$ cat src/rtl/irqcp_pkg.sv
package irqcp_pkg;

    typedef enum logic [1:0] {
        RA_MASK = 2'd0,
        RA_ACK  = 2'd1,
        RA_EOI  = 2'd2,
        RA_RUN  = 2'd3
    } reg_addr_e;

    localparam int unsigned SPURIOUS_ID = 1023;

endpackage

$ cat src/rtl/irqcp_prio_stack.sv
module irqcp_prio_stack #(
    parameter int unsigned DEPTH  = 4,
    parameter int unsigned PRIO_W = 8
) (
    input  logic              clk,
    input  logic              rst_n,
    input  logic              push_i,
    input  logic              pop_i,
    input  logic [PRIO_W-1:0] prio_i,
    output logic [PRIO_W-1:0] top_o,
    output logic              empty_o,
    output logic              full_o
);
    localparam int unsigned CNT_W = $clog2(DEPTH + 1);

    typedef struct packed {
        logic [DEPTH-1:0][PRIO_W-1:0] ent;
        logic [CNT_W-1:0]             cnt;
    } stk_t;

    stk_t             stk_d, stk_q;
    logic [CNT_W-1:0] base_c;

    always_comb begin
        stk_d  = stk_q;
        base_c = stk_q.cnt;
        // pop first, then push onto the resulting level
        if (pop_i && (stk_q.cnt != '0)) begin
            base_c = stk_q.cnt - 1'b1;
        end
        stk_d.cnt = base_c;
        if (push_i && (base_c != CNT_W'(DEPTH))) begin
            for (int i = 0; i < DEPTH; i++) begin
                if (base_c == CNT_W'(i)) begin
                    stk_d.ent[i] = prio_i;
                end
            end
            stk_d.cnt = base_c + 1'b1;
        end
    end

    always_ff @(posedge clk or negedge rst_n) begin
        if (!rst_n) begin
            stk_q <= '0;
        end else begin
            stk_q <= stk_d;
        end
    end

    always_comb begin
        top_o = '1;
        for (int i = 0; i < DEPTH; i++) begin
            if (stk_q.cnt == CNT_W'(i + 1)) begin
                top_o = stk_q.ent[i];
            end
        end
    end

    assign empty_o = (stk_q.cnt == '0);
    assign full_o  = (stk_q.cnt == CNT_W'(DEPTH));

    p_no_overflow_r7: assert property (@(posedge clk) disable iff (!rst_n)
        stk_q.cnt <= CNT_W'(DEPTH));

    p_push_grows_r4: assert property (@(posedge clk) disable iff (!rst_n)
        (push_i && !pop_i && !full_o) |=> (stk_q.cnt == CNT_W'($past(stk_q.cnt) + 1'b1)));

    p_pop_shrinks_r6: assert property (@(posedge clk) disable iff (!rst_n)
        (pop_i && !push_i && !empty_o) |=> (stk_q.cnt == CNT_W'($past(stk_q.cnt) - 1'b1)));

    p_swap_keeps_depth_r8: assert property (@(posedge clk) disable iff (!rst_n)
        (pop_i && push_i && !empty_o) |=> $stable(stk_q.cnt));

endmodule

$ cat src/rtl/irqcp_gate.sv
module irqcp_gate #(
    parameter int unsigned PRIO_W = 8
) (
    input  logic              valid_i,
    input  logic [PRIO_W-1:0] prio_i,
    input  logic [PRIO_W-1:0] mask_i,
    input  logic [PRIO_W-1:0] running_i,
    input  logic              full_i,
    output logic              take_o
);
    logic beats_mask_c;
    logic beats_run_c;

    always_comb begin
        beats_mask_c = (prio_i < mask_i);
        beats_run_c  = (prio_i < running_i);
        take_o       = valid_i && beats_mask_c && beats_run_c && !full_i;
    end

endmodule

$ cat src/rtl/irqcp_ack_fmt.sv
module irqcp_ack_fmt #(
    parameter int unsigned ID_W      = 10,
    parameter int unsigned SRC_W     = 3,
    parameter int unsigned DATA_W    = 32,
    parameter int unsigned SGI_COUNT = 16
) (
    input  logic [ID_W-1:0]   id_i,
    input  logic [SRC_W-1:0]  src_i,
    output logic [DATA_W-1:0] word_o
);
    logic is_sgi_c;

    always_comb begin
        is_sgi_c = (id_i < ID_W'(SGI_COUNT));
        word_o   = '0;
        word_o[ID_W-1:0] = id_i;
        if (is_sgi_c) begin
            word_o[ID_W +: SRC_W] = src_i;
        end
    end

endmodule

$ cat src/rtl/irq_cpu_port.sv
module irq_cpu_port #(
    parameter int unsigned ID_W      = 10,
    parameter int unsigned PRIO_W    = 8,
    parameter int unsigned SRC_W     = 3,
    parameter int unsigned DATA_W    = 32,
    parameter int unsigned DEPTH     = 4,
    parameter int unsigned SGI_COUNT = 16
) (
    input  logic              clk,
    input  logic              rst_n,
    input  logic              cand_valid_i,
    input  logic [ID_W-1:0]   cand_id_i,
    input  logic [PRIO_W-1:0] cand_prio_i,
    input  logic [SRC_W-1:0]  cand_src_i,
    input  logic              rd_en_i,
    input  logic [1:0]        rd_addr_i,
    output logic [DATA_W-1:0] rd_data_o,
    input  logic              wr_en_i,
    input  logic [1:0]        wr_addr_i,
    input  logic [DATA_W-1:0] wr_data_i,
    output logic              irq_o,
    output logic              ack_o,
    output logic [ID_W-1:0]   ack_id_o,
    output logic              eoi_o,
    output logic [ID_W-1:0]   eoi_id_o
);
    import irqcp_pkg::*;

    localparam logic [ID_W-1:0] SPUR = ID_W'(SPURIOUS_ID);

    typedef struct packed {
        logic [PRIO_W-1:0] mask;
        logic [DATA_W-1:0] rdata;
        logic              ack;
        logic [ID_W-1:0]   ack_id;
        logic              eoi;
        logic [ID_W-1:0]   eoi_id;
    } port_t;

    port_t             st_d, st_q;
    logic              take_c;
    logic              rd_ack_c, wr_eoi_c, wr_mask_c;
    logic              push_c, pop_c;
    logic [PRIO_W-1:0] running_c;
    logic              stk_empty_c, stk_full_c;
    logic [DATA_W-1:0] ack_word_c;
    logic [ID_W-1:0]   wr_id_c;

    irqcp_gate #(.PRIO_W(PRIO_W)) u_gate (
        .valid_i   (cand_valid_i),
        .prio_i    (cand_prio_i),
        .mask_i    (st_q.mask),
        .running_i (running_c),
        .full_i    (stk_full_c),
        .take_o    (take_c)
    );

    irqcp_prio_stack #(.DEPTH(DEPTH), .PRIO_W(PRIO_W)) u_stack (
        .clk     (clk),
        .rst_n   (rst_n),
        .push_i  (push_c),
        .pop_i   (pop_c),
        .prio_i  (cand_prio_i),
        .top_o   (running_c),
        .empty_o (stk_empty_c),
        .full_o  (stk_full_c)
    );

    irqcp_ack_fmt #(
        .ID_W(ID_W), .SRC_W(SRC_W), .DATA_W(DATA_W), .SGI_COUNT(SGI_COUNT)
    ) u_fmt (
        .id_i   (cand_id_i),
        .src_i  (cand_src_i),
        .word_o (ack_word_c)
    );

    always_comb begin
        wr_id_c   = wr_data_i[ID_W-1:0];
        rd_ack_c  = rd_en_i && (rd_addr_i == RA_ACK);
        wr_eoi_c  = wr_en_i && (wr_addr_i == RA_EOI);
        wr_mask_c = wr_en_i && (wr_addr_i == RA_MASK);
        push_c    = rd_ack_c && take_c;
        pop_c     = wr_eoi_c && !stk_empty_c && (wr_id_c != SPUR);

        st_d     = st_q;
        st_d.ack = push_c;
        st_d.eoi = pop_c;
        if (push_c) begin
            st_d.ack_id = cand_id_i;
        end
        if (pop_c) begin
            st_d.eoi_id = wr_id_c;
        end
        if (wr_mask_c) begin
            st_d.mask = wr_data_i[PRIO_W-1:0];
        end
        if (rd_en_i) begin
            case (rd_addr_i)
                RA_MASK: st_d.rdata = DATA_W'(st_q.mask);
                RA_ACK:  st_d.rdata = take_c ? ack_word_c : DATA_W'(SPUR);
                RA_RUN:  st_d.rdata = DATA_W'(running_c);
                default: st_d.rdata = '0;
            endcase
        end
    end

    always_ff @(posedge clk or negedge rst_n) begin
        if (!rst_n) begin
            st_q <= '0;
        end else begin
            st_q <= st_d;
        end
    end

    assign irq_o     = take_c;
    assign rd_data_o = st_q.rdata;
    assign ack_o     = st_q.ack;
    assign ack_id_o  = st_q.ack_id;
    assign eoi_o     = st_q.eoi;
    assign eoi_id_o  = st_q.eoi_id;

    p_ack_follows_irq_r2: assert property (@(posedge clk) disable iff (!rst_n)
        ack_o |-> $past(irq_o));

    p_spurious_quiet_r5: assert property (@(posedge clk) disable iff (!rst_n)
        (rd_en_i && (rd_addr_i == RA_ACK) && !irq_o)
        |=> (!ack_o && (rd_data_o[ID_W-1:0] == SPUR)));

    p_eoi_needs_active_r6: assert property (@(posedge clk) disable iff (!rst_n)
        eoi_o |-> !$past(stk_empty_c));

    p_mask_holds_r1: assert property (@(posedge clk) disable iff (!rst_n)
        !(wr_en_i && (wr_addr_i == RA_MASK)) |=> $stable(st_q.mask));

endmodule

$ cat config.mk
export PLATFORM = sky130hd
export DESIGN_NAME = irq_cpu_port
export DESIGN_NICKNAME = d
export VERILOG_FILES = /design/src/rtl/irqcp_pkg.sv /design/src/rtl/irqcp_prio_stack.sv /design/src/rtl/irqcp_gate.sv /design/src/rtl/irqcp_ack_fmt.sv /design/src/rtl/irq_cpu_port.sv
export SDC_FILE = /design/constraint.sdc
export NUM_CORES = 1
export LEC_CHECK = 0
export ABC_AREA = 0
export BUFFER_PORTS_ARGS = -buffer_cell sky130_fd_sc_hd__clkbuf_2
export CAP_MARGIN = 20
export CORE_UTILIZATION = 23
export CTS_BUF_LIST = sky130_fd_sc_hd__clkbuf_4 sky130_fd_sc_hd__clkbuf_8 sky130_fd_sc_hd__clkbuf_16
export DETAILED_ROUTE_END_ITERATION = 10
export GPL_TIMING_DRIVEN = 0
export SETUP_SLACK_MARGIN = 0.15
export SLEW_MARGIN = 20
export SYNTH_ARGS = -nofsm -noshare
export SYNTH_HDL_FRONTEND = slang
export SYNTH_SLANG_ARGS = --single-unit
$ cat constraint.sdc
create_clock -name clk -period 3.72 [get_ports clk]
set_clock_uncertainty 0.05 [all_clocks]
set_input_delay 0.186 -clock clk [delete_from_list [all_inputs] [get_ports clk]]
set_output_delay 0.186 -clock clk [all_outputs]
set_load 0.1 [all_outputs]
# Yosys cells after proc, flatten, opt, wreduce, memory -nomap -nowiden
# Cells that the tools add are included.
# W data, S select, Z words.
totals:
  latch_bits: 0
  output_inout_bits: 55
  rom_bits: 0
  inputBits: 62
  word_cells: 59
  ff_bits: 97
  ram_bits: 0
  memories: 0
op_classes:
  multipliers: 0
  reduce_logical: 22
  n_div: 0
  addsub: 2
  shifts: 0
  n_lt_le_gt_ge: 3
  eq_ne: 12
  n_bitwise: 0
  mux: 9
ops:
  columns: ["operator", "n"]
  rows:
  - ["$pmux W13 S3", 1]
  - ["$mux W8", 4]
  - ["$lt A8 B8 Y1", 2]
  - ["$mux W13", 1]
  - ["$eq A3 B2 Y1 const B", 4]
  - ["$logic_and A1 B1 Y1", 11]
  - ["$lt A10 B5 Y1 const B", 1]
  - ["$ne A10 B10 Y1 const B", 1]
  - ["$mux W3", 3]
  - ["$reduce_and A2 Y1", 4]
  - ["$eq A3 B1 Y1 const B", 2]
  - ["$logic_not A3 Y1", 2]
  - ["$eq A2 B2 Y1 const B", 2]
  - ["$logic_not A2 Y1", 2]
  - ["$add A3 B1 Y3 const B", 1]
  - ["$eq A3 B3 Y1 const B", 1]
  - ["$ne A3 B3 Y1 const B", 1]
  - ["$reduce_bool A3 Y1", 1]
  - ["$sub A3 B1 Y3 const B", 1]
  - ["$eq A2 B1 Y1 const B", 1]
  - ["$logic_not A1 Y1", 2]

# Logic depth before layout (Yosys ltp)
# Gate-level depths: netlist of the first run.
logic_depth:
  ltp_word: 11
  depth_mapped: 14
  ltp_nobuf: 12

# By module
# A second synthesis of the first run with hierarchy kept.
unflattened:
  cells_unflattened: 528
  hier_area_um2: 5527.8
by_module_without_submodules:
  columns: ["module", "area_per_inst_um2", "n_inst", "cells_per_inst"]
  rows:
  - ["irq_cpu_port", 3007.9, 1, 282]
  - ["irqcp_prio_stack", 1893.1, 1, 161]
  - ["irqcp_gate", 370.4, 1, 50]
  - ["irqcp_ack_fmt", 256.5, 1, 35]

# Least setup slack after synthesis of the first run
# No wires, ideal clock.
synth_timing:
  kind: "register -> output"
  start: "reg u_stack.stk_q[0] in the netlist's numbering"
  end: "out irq_o"
  slack_ps: 427
  t_arrival_ps: 3057
  required_time_ps: 3484
  stages_incl_launch_ff: 13
  cell_sequence: "dfrtp_1 -> inv_1 -> ha_1 -> nand2b_1 -> buf_4 -> o221ai_1 -> o2bb2ai_1 -> ha_1 -> a211o_1 -> o21ai_0 -> o21ai_0 -> clkbuf_1 -> inv_1"
synth_via:
  elab_chain_cells: 8
synth_lines:
  columns: ["item", "line", "text"]
  rows:
  - ["start, declared", "irqcp_prio_stack.sv:21", "stk_t stk_d, stk_q;"]
  - ["start signal, assigned", "irqcp_prio_stack.sv:46", "stk_q <= stk_d;"]
  - ["$eq A3 B1 Y1", "irqcp_prio_stack.sv:53", "if (stk_q.cnt == CNT_W'(i + 1)) begin"]
  - ["$mux W8 (4 in a row)", "irqcp_prio_stack.sv:53", null]
  - ["$lt A8 B8 Y1", "irqcp_gate.sv:16", "beats_run_c = (prio_i < running_i);"]
  - ["$logic_and A1 B1 Y1", "irqcp_gate.sv:17", "take_o = valid_i && beats_mask_c && beats_run_c && !full_i;"]
  - ["$logic_and A1 B1 Y1 (*)", "irqcp_gate.sv:17", null]
  - ["end, declared", "irq_cpu_port.sv:21", "output logic irq_o,"]
# Mark *: on every way between the ends. The rest lies on a longest branch, timed or not.

# Final worst setup path of the first run
# Same ends and word-level chain as after synthesis.

==> out/metrics.csv, run 1 <==
stage;metric;value;unit
routing;final wirelength;10.3;mm
die;row count;50;
yosys;FFs w/ async S/R, synth;1.00;
cts;# clock sinks;78;
yosys;mapped cell area;4440;um2
placement;post-DP HPWL;8.15;mm
critical_path;Crit. Startpoint;u_stack.stk_q[0];
die;Initial Util;0.236;
yosys;Post-Synth Simple-Gate Area;0.0742;
finish;# nets final;583;
finish;final cell area excluding filler cells;5700;um2
critical_path;Critical Path Stages;12;
cts;Clk Latency, worst-skew pair;330;ps
pwr;PwrDens;874;nW/um2
grt;first-pass GRT wire length;16.8;mm
critical_path;WP data arrival;3180;ps
die;area of the die;19900;um2
yosys;mux cell area share after synthesis;0.159;
pwr;Sw Share;0.467;
finish;Final Non-Filler Cells;761;
finish;# diodes;0;
routing;Post-DRT Antenna Nets;0;
placement;placed instance count;740;
yosys;Yosys Warn Count;0;
yosys;Synth area leaders;dfrtp_1 (44%), mux2_4 (11%), buf_4 (9.1%);
cts;CTS H-tree depth;3;
min_path;Hold Path Cell Cnt;2;
cts;TritonCTS Buffers;9;
placement;post-place setup slack;-160;ps
critical_path;worst-path maximum fanout;10;
finish;most frequent cells in the layout;dfrtp_1 (77), clkbuf_2 (74), buf_4 (57);
min_path;Worst Hold Class;in -> reg;
die;DIE HEIGHT;141;um
pwr;Clk network pwr share;0.180;
cts;clock-pin slew on the worst setup and hold paths;60;ps
timing;Final Max Tran Viols;0;
pwr;Gate power share;0.553;
critical_path;type of destination of the critical path;output pin;
timing;Tightest Pin Transition;807;ps
pwr;internal power;2.65;mW
yosys;main combinational cell family by area after synthesis;multiplexers;
yosys;Cell variety after synth;45;
cts;CTS max path bufs;2;
timing;hold_ws;46.2;ps
routing;first drt pass iteration count;4;
critical_path;Critical Path Source Type;register;
critical_path;crit path cell chain;inv_2 > buf_4 > ha_2 > nand2_1 > o2bb2ai_2 > ha_1 > a211o_1 > a211oi_4 > o21ai_2 > buf_8 > inv_1 > clkbuf_16;
grt;largest net degree at the start of global routing;42;
finish;share of cells above drive strength 1;0.451;
placement;Port Buffer Count;75;
timing;fin crit share;0.918;
critical_path;worst r2r src;u_stack.stk_q[0];
critical_path;Setup CP Type;reg -> out;
finish;post-synthesis to final-layout area growth;28.5;%
timing;slew margin rel.;0.448;
outcome;status;finished clean;
yosys;Synth Instances;385;
placement;placed cell areas;5250;um2
yosys;Synth Area in Compound Gates;0.136;
routing;Via-to-Cell Ratio;4.10;
die;io pins;117;
grt;global route overflow;0;
yosys;cell taking the most area after synthesis;dfrtp_1;
critical_path;R2R depth;12;
critical_path;Critical Path Max Stage Delay;430;ps
die;die width;141;um
cts;Clock Tree Root;clkbuf_16;
yosys;Adder-Cell Fraction of Synth Area;0.0677;
yosys;Synth top area share;0.440;
pwr;Net Sw Power;2.33;mW
routing;Vias;3119;
timing;Final Hold Fails;0;
timing;setup TNS;0;ps
pwr;sequential share of power;0.268;
finish;Core Util, Final;0.303;
grt;initial antenna violation count;0;
timing;RSZ-0062 raised after global routing;no;
min_path;hold path start;cand_src_i[0];
grt;All-Layer GR Usage;0.109;
timing;Final min period;3420;ps
grt;vias in the first global route;3068;
yosys;Post-synth EDFFs;0;
routing;Wirelength per Cell;13.6;um
pwr;Leak Pwr;2.80;nW
yosys;Synth Register Bits;78;
cts;CTS tree;built;
yosys;post-synthesis sequential area ratio;0.440;
critical_path;crit-path leading delay family;compound AO/OA/AOI/OAI gates;
pwr;total power;4.98;mW
critical_path;WP buf/inv;5;
die;core area;18800;um2
timing;fin worst setup slack;305;ps
critical_path;CP max stage cell;dfrtp_1;
placement;GPL Wtd Cong;0.802;
yosys;most used flip-flop cell after synthesis;dfrtp_1;
critical_path;worst endpoint required time;3480;ps
routing;DRC viols;0;
finish;commonest non-fill, non-tap cell in the layout;dfrtp_1;
yosys;synthesized area per cell;11.5;um2
yosys;Synth Area in XOR/XNOR;0.00395;
job;Max Cap Viol;0;
timing;fmax;293;MHz
finish;Fill cells;1923;
pwr;maximum vdd drop;663;uV
routing;1st-iter DRT viols;108;
timing;# setup viols final;0;
-- logic make-up (layout without fill, tap and decap cells) --
kind of cell	Yosys count	count (layout)
AO/OA/AOI/OAI	89	89
XOR/XNOR	2	2
adder cells (fa/ha/maj)	24	24
buffers and inverters	82	180
flip-flops	78	78
multiplexers	51	51
other	1	19
AND/OR/NAND/NOR	58	58
-- cell usage after synthesis (all sizes together), types with 4 or more instances --
| master | number |
|---|---|
| nand3 | 4 |
| nand2 | 19 |
| buf | 57 |
| o2bb2ai | 7 |
| inv | 19 |
| dfrtp | 78 |
| o221ai | 8 |
| a32o | 4 |
| a21oi | 20 |
| o21ai | 32 |
| clkbuf | 6 |
| mux2 | 50 |
| nor2 | 18 |
| ha | 24 |
-- layer usage --
metal  vias up  routed length (um)  GRT usage
met1      1491                5190      0.156
met2        93                4600      0.164
met4         0                 100     0.0286
li1       1526                   -          -
met5         -                   0          0
met3         9                 452     0.0228
-- worst paths after layout --
path	to	slack, ps
setup / recovery	irq_o	300
hold / removal	rd_data_o[10]	50
setup reg to reg	u_stack.stk_q[21]	350
hold reg to reg	ack_id_o[6]	440
max in group asynchronous	u_stack.stk_q[29]	2750
min in group asynchronous	eoi_id_o[8]	200
-- layout make-up --
cell class                 count  area (um2)  area share
clock buffer                  12         260      0.0457
timing repair buffer          83         485      0.0852
sequential                    78        1950       0.343
multi-input combinational    243        2080       0.365
inverter                      19        75.1      0.0132
clock inverter                 3        43.8     0.00768
buffer                        63         479      0.0841
tap                          260         325      0.0571
-- power groups by stage --
stage / Combinational (mW) / Clock [mW] / Sequential [mW]
3_3_place_gp: 2.58 / 0 / 1.33
5_1_grt: 2.93 / 0.948 / 1.37
2_1_floorplan: 2.20 / 0 / 1.29
6_report: 2.75 / 0.896 / 1.33
3_5_place_dp: 2.61 / 0 / 1.34
4_1_cts: 2.68 / 0.913 / 1.33
-- what timing repair did --
item                                    4_1_cts  5_1_grt
resized for setup                            13       14
endpoints found under the setup margin       43       40
pin swaps                                     1        2
setup buffers                                 0        5
hold endpoints to repair                     49        0
hold buffers                                  1        0
-- registers in the layout, summed over array words and instances (netlist names) --
signal / flops
u_stack.stk_q: 35
rd_data_o: 13
ack_id_o: 10
eoi_id_o: 10
st_q: 8
ack_o: 1
eoi_o: 1
Power figures use the tool's default switching activity.
==> inputs of run 2 (changes only) <==
Settings changed: MAX_ROUTING_LAYER set to met4.
==> out/metrics.csv, run 2 (synthesis gave the netlist of run 1 again) <==
stage;metric;value;unit;change
outcome;status;finished clean;;
cts;Clock Tree Root;clkbuf_16;;
pwr;internal power;2.65;mW;about the same
pwr;Sw Share;0.468;;about the same
finish;Top reg by flops;u_stack.stk_q;;
pwr;Net Sw Power;2.33;mW;+0.16%
placement;placed cell areas;5250;um2;unchanged
die;area of the die;19900;um2;unchanged
critical_path;worst endpoint required time;3480;ps;about the same
job;Max Cap Viol;0;;unchanged
min_path;Worst Hold Class;in -> reg;;
pwr;total power;4.99;mW;about the same
pwr;sequential share of power;0.267;;about the same
pwr;maximum vdd drop;663;uV;about the same
grt;vias in the first global route;3072;;+0.13%
timing;# setup viols final;0;;unchanged
critical_path;crit path cell chain;inv_2 > buf_4 > ha_2 > nand2_1 > o2bb2ai_2 > ha_1 > a211o_1 > a211oi_4 > o21ai_2 > buf_8 > inv_1 > clkbuf_16;;
cts;CTS H-tree depth;3;;unchanged
grt;All-Layer GR Usage;0.112;;+0.00320
critical_path;R2R depth;12;;unchanged
routing;1st-iter DRT viols;96;;-11%
finish;share of cells above drive strength 1;0.451;;unchanged
timing;fin crit share;0.920;;+0.00239
critical_path;Setup CP Type;reg -> out;;
die;core area;18800;um2;unchanged
placement;post-DP HPWL;8.15;mm;unchanged
die;row count;50;;unchanged
timing;Final Max Tran Viols;0;;unchanged
die;die width;141;um;unchanged
routing;Post-DRT Antenna Nets;0;;unchanged
grt;largest net degree at the start of global routing;42;;unchanged
die;DIE HEIGHT;141;um;unchanged
cts;CTS tree;built;;
pwr;Clk network pwr share;0.180;;about the same
routing;Vias;3130;;+0.35%
cts;TritonCTS Buffers;9;;unchanged
pwr;PwrDens;875;nW/um2;about the same
timing;RSZ-0062 raised after global routing;no;;
cts;CTS max path bufs;2;;unchanged
timing;Final Hold Fails;0;;unchanged
critical_path;Critical Path Source Type;register;;
cts;clock-pin slew on the worst setup and hold paths;60;ps;about the same
timing;Tightest Pin Transition;808;ps;+1.05 ps
grt;global route overflow;0;;unchanged
critical_path;type of destination of the critical path;output pin;;
finish;commonest non-fill, non-tap cell in the layout;dfrtp_1;;
cts;# clock sinks;78;;unchanged
timing;setup TNS;0;ps;unchanged
routing;Wirelength per Cell;13.6;um;+0.14%
routing;Via-to-Cell Ratio;4.11;;+0.35%
critical_path;WP buf/inv;5;;unchanged
timing;fmax;292;MHz;-0.26%
finish;post-synthesis to final-layout area growth;28.5;%;unchanged
min_path;Hold Path Cell Cnt;2;;unchanged
routing;first drt pass iteration count;4;;unchanged
finish;Core Util, Final;0.303;;unchanged
critical_path;Critical Path Max Stage Delay;430;ps;about the same
placement;GPL Wtd Cong;0.814;;+1.4%
die;Initial Util;0.236;;unchanged
cts;Clk Latency, worst-skew pair;330;ps;about the same
critical_path;worst-path maximum fanout;10;;unchanged
finish;Largest register FFs;35;;unchanged
timing;slew margin rel.;0.448;;-0.000716
critical_path;CP max stage cell;dfrtp_1;;
routing;DRC viols;0;;unchanged
finish;most frequent cells in the layout;dfrtp_1 (77), clkbuf_2 (74), buf_4 (57);;
critical_path;WP data arrival;3190;ps;about the same
routing;final wirelength;10.4;mm;+0.14%
critical_path;Critical Path Stages;12;;unchanged
placement;Port Buffer Count;75;;unchanged
grt;first-pass GRT wire length;16.8;mm;about the same
timing;Final min period;3420;ps;+8.90 ps
finish;# nets final;583;;unchanged
die;io pins;117;;unchanged
finish;final cell area excluding filler cells;5700;um2;unchanged
pwr;Leak Pwr;2.80;nW;unchanged
critical_path;crit-path leading delay family;compound AO/OA/AOI/OAI gates;;
pwr;Gate power share;0.553;;about the same
grt;initial antenna violation count;0;;unchanged
finish;# diodes;0;;unchanged
==> run 2: cell counts in the layout (fill, tap and decap cells not counted) <==
No cell type changed its count.
==> run 2: timing repair <==
action	in CTS	in global routing
pin swaps	1	2
hold endpoints to repair	49	0
hold buffers	1	0
setup endpoints to repair	43	40
gates resized for setup	13	14
setup buffers	0	5
==> run 2: worst paths after layout <==
path                                     end        startpoint  slack, ps
max                                    irq_o  u_stack.stk_q[0]        300
min                            rd_data_o[10]     cand_src_i[0]         50
max reg2reg                u_stack.stk_q[21]  u_stack.stk_q[0]        350
min reg2reg                      ack_id_o[6]       ack_id_o[6]        440
max in group asynchronous   u_stack.stk_q[6]             rst_n       2750
min in group asynchronous        eoi_id_o[8]             rst_n        190
==> run 2: final cells by class <==
| class | instances | area, um2 |
|---|---|---|
| fill | 1923 | 13100 |
| multi-input combinational | 243 | 2080 |
| sequential | 78 | 1950 |
| timing repair buffer | 83 | 485 |
| buffer | 63 | 479 |
| tap | 260 | 325 |
| clock buffer | 12 | 260 |
| inverter | 19 | 75.1 |
| clock inverter | 3 | 43.8 |
==> run 2: through the flow <==
stage	setup slack (ps)	hold WS (ps)	instances
4_1_cts	177	38.5	756
2_1_floorplan	427	-160	403
3_3_place_gp	-185	384	738
3_5_place_dp	-160	7.04	740
5_1_grt	156	45.8	761
6_report	296	45.6	761
==> run 2: power groups by stage <==
stage | Clock, mW | Combinational, mW | Sequential [mW]
finish | 0.898 | 2.76 | 1.33
CTS | 0.913 | 2.68 | 1.33
global route | 0.949 | 2.93 | 1.37
detailed placement | 0 | 2.61 | 1.34
global placement | 0 | 2.58 | 1.33
floorplan | 0 | 2.20 | 1.29
==> run 2: routing by layer <==
| layer | track usage | wire [um] |
|---|---|---|
| met4 | 0.0286 | 108 |
| met5 | - | 0 |
| met3 | 0.0197 | 346 |
| met1 | 0.157 | 5290 |
| met2 | 0.164 | 4620 |
==> inputs of run 3 (changes only) <==
Settings changed: CORE_ASPECT_RATIO set to 1.25, SYNTH_HIERARCHICAL set to 1.
==> out/metrics.csv, run 3 <==
stage;metric;value;unit;change
outcome;status;finished clean;;
timing;Final Hold Fails;0;;unchanged
yosys;Synth area leaders;dfrtp_1 (44%), buf_4 (11%), mux2_2 (6.7%);;
yosys;Yosys Warn Count;6;;+6
grt;initial antenna violation count;0;;unchanged
timing;fmax;270;MHz;-7.7%
cts;TritonCTS Buffers;9;;unchanged
min_path;hold path start;cand_id_i[3];;
finish;commonest non-fill, non-tap cell in the layout;buf_4;;
finish;# nets final;762;;+31%
yosys;Post-synth EDFFs;0;;unchanged
routing;Via-to-Cell Ratio;4.13;;+0.50%
routing;DRC viols;0;;unchanged
placement;placed cell areas;6580;um2;+25%
die;Initial Util;0.234;;-0.00186
yosys;post-synthesis sequential area ratio;0.439;;-0.000820
yosys;Synth Register Bits;97;;+24%
critical_path;flop2flop setup slack;10;ps;-340 ps
routing;Wirelength per Cell;13.4;um;-1.5%
grt;GR peak layer;met2;;
yosys;Post-synth top cells;dfrtp_1 (97), buf_4 (81), inv_1 (61);;
pwr;Leak Pwr;3.64;nW;+30%
critical_path;CP max stage cell;dfrtp_2;;
routing;Post-DRT Antenna Nets;0;;unchanged
critical_path;reg2reg end;u_stack/stk_q[32];;
yosys;most frequent cell after synthesis;dfrtp_1;;
cts;Clk Latency, worst-skew pair;340;ps;about the same
timing;hold_ws;46.7;ps;+1.03 ps
critical_path;Critical Path Max Stage Delay;480;ps;+50 ps
timing;fin crit share;0.997;;+0.0765
cts;# clock sinks;97;;+24%
critical_path;R2R depth;21;;+9
die;row count;63;;+26%
placement;GPL Wtd Cong;0.769;;-5.6%
grt;GRT met1 Usage;0.126;;-0.0316
finish;final cell area excluding filler cells;7320;um2;+28%
finish;Largest register FFs;35;;unchanged
cts;CTS H-tree depth;3;;unchanged
finish;Core Util, Final;0.310;;+0.00691
grt;global route overflow;0;;unchanged
finish;Top reg by flops;u_stack/stk_q;;
min_path;hold endpoint;ack_id_o[3];;
timing;RSZ-0062 raised after global routing;yes;;
finish;share of cells above drive strength 1;0.468;;+0.0166
timing;Final min period;3710;ps;+285 ps
critical_path;Critical Path Source Type;register;;
critical_path;worst r2r src;u_stack/stk_q[0];;
critical_path;WP data arrival;3880;ps;+690 ps
yosys;Synth top area share;0.439;;-0.000820
yosys;synthesized area per cell;10.5;um2;-9.2%
die;core area;23600;um2;+26%
routing;first drt pass iteration count;4;;unchanged
job;Max Cap Viol;0;;unchanged
critical_path;worst-path maximum fanout;8;;-2
timing;setup TNS;0;ps;unchanged
die;area of the die;24700;um2;+24%
grt;vias in the first global route;3936;;+28%
yosys;cell taking the most area after synthesis;dfrtp_1;;
critical_path;worst endpoint required time;3900;ps;+420 ps
grt;largest net degree at the start of global routing;87;;+110%
yosys;FFs w/ async S/R, synth;1.00;;unchanged
cts;CTS tree;built;;
min_path;Worst Hold Class;in -> reg;;
cts;CTS max path bufs;2;;unchanged
cts;clock-pin slew on the worst setup and hold paths;70;ps;about the same
yosys;Cell variety after synth;55;;+22%
timing;Final Max Tran Viols;0;;unchanged
critical_path;type of destination of the critical path;register;;
routing;final wirelength;13.1;mm;+26%
timing;# setup viols final;0;;unchanged
finish;post-synthesis to final-layout area growth;32.5;%;
min_path;Hold Path Cell Cnt;2;;unchanged
routing;Vias;4026;;+29%
critical_path;crit path cell chain;inv_4 > ha_4 > clkbuf_16 > nor2_1 > a221oi_1 > a211oi_1 > nor2_1 > inv_1 > ha_1 > nand4_1 > nor2_1 > a211oi_2 > o31a_4 > and4b_1 > buf_6 > buf_8 > clkbuf_16 > nand2_4 > nor2_4 > buf_12 > mux2_4;;
critical_path;cell repeated most along the worst path;nor2_1;;
finish;most frequent cells in the layout;buf_4 (102), dfrtp_1 (95), clkbuf_2 (91);;
pwr;maximum vdd drop;268;uV;-60%
die;DIE HEIGHT;175;um;+24%
placement;post-DP HPWL;9.55;mm;+17%
yosys;most used flip-flop cell after synthesis;dfrtp_1;;
die;die width;141;um;-0.16%
grt;first-pass GRT wire length;20.7;mm;+23%
grt;All-Layer GR Usage;0.111;;-0.00112
critical_path;Setup CP Type;reg -> reg;;
timing;Tightest Pin Transition;666;ps;-141 ps
pwr;PwrDens;810;nW/um2;-7.4%
timing;slew margin rel.;0.554;;+0.106
routing;1st-iter DRT viols;153;;+59%
yosys;mapped cell area;5530;um2;+25%
grt;GRT met2 Usage;0.190;;+0.0252
yosys;Synth Instances;528;;+37%
grt;met3 Use GR;0.0254;;+0.00565
cts;Clock Tree Root;clkbuf_16;;
die;io pins;117;;unchanged
placement;Port Buffer Count;93;;+24%
finish;# diodes;0;;unchanged
run 3: how the worst max path moves through the flow:
stage	from	to	cells after the start	slack, ps
floorplan	u_stack/stk_q[1]	u_stack/stk_q[27]	20	-60
global placement	u_stack/stk_q[1]	u_stack/stk_q[34]	18	-330
detailed placement	u_stack/stk_q[0]	u_stack/stk_q[29]	18	-380
CTS	u_stack/stk_q[0]	u_stack/stk_q[32]	21	-60
global route	u_stack/stk_q[0]	u_stack/stk_q[6]	20	-220
finish	u_stack/stk_q[0]	u_stack/stk_q[32]	21	10
run 3: kinds of logic (layout without fill, tap and decap cells):
kind of cell | Yosys count | after routing | synth area share
XOR/XNOR | 1 | 1 | 0.00158
other | 1 | 19 | 0.000678
buffers and inverters | 160 | 296 | 0.172
AO/OA/AOI/OAI | 83 | 83 | 0.104
AND/OR/NAND/NOR | 108 | 108 | 0.107
adder cells (fa/ha/maj) | 23 | 23 | 0.0521
multiplexers | 55 | 55 | 0.124
flip-flops | 97 | 97 | 0.439
run 3: stage by stage:
| step | power (mW) | cells | worst slack [ps] |
|---|---|---|---|
| after floorplan | 4.06 | 546 | -59.6 |
| after global placement | 4.52 | 931 | -327 |
| after detailed placement | 4.56 | 932 | -376 |
| after CTS | 5.66 | 964 | -58.2 |
| after global routing | 6.27 | 974 | -223 |
| final | 5.93 | 974 | 11.5 |
run 3: routing by layer:
metal	wire length (um)	part of all wire
met4	304	0.023
met1	5610	0.43
met3	499	0.038
met5	0	0
met2	6650	0.51
run 3: timing repair:
action,in CTS,in global routing
hold endpoints to repair,97,0
gates resized for setup,11,34
pin swaps,6,19
hold buffers,1,0
setup endpoints to repair,34,50
buffers inserted,15,9
gates cloned,0,1
run 3: critical path, delay by kind of cell (launching register included):
family	cells	cell delay, ps
AO/OA/AOI/OAI	4	790
buffers and inverters	7	780
AND/OR/NAND/NOR	7	710
flip-flops	1	480
adder cells (fa/ha/maj)	2	450
multiplexers	1	300
run 3: final cells by class:
cell class / count / area (um2)
tap: 292 / 365
timing repair buffer: 120 / 729
buffer: 99 / 782
sequential: 97 / 2430
clock inverter: 2 / 12.5
multi-input combinational: 289 / 2490
fill: 2435 / 16300
inverter: 61 / 231
clock buffer: 14 / 282
run 3: power by group:
part	internal, mW	switching (mW)	total (mW)
Sequential	1.36	0.204	1.56
Clock	0.523	0.401	0.924
Combinational	1.27	2.18	3.45
Total	3.15	2.78	5.93
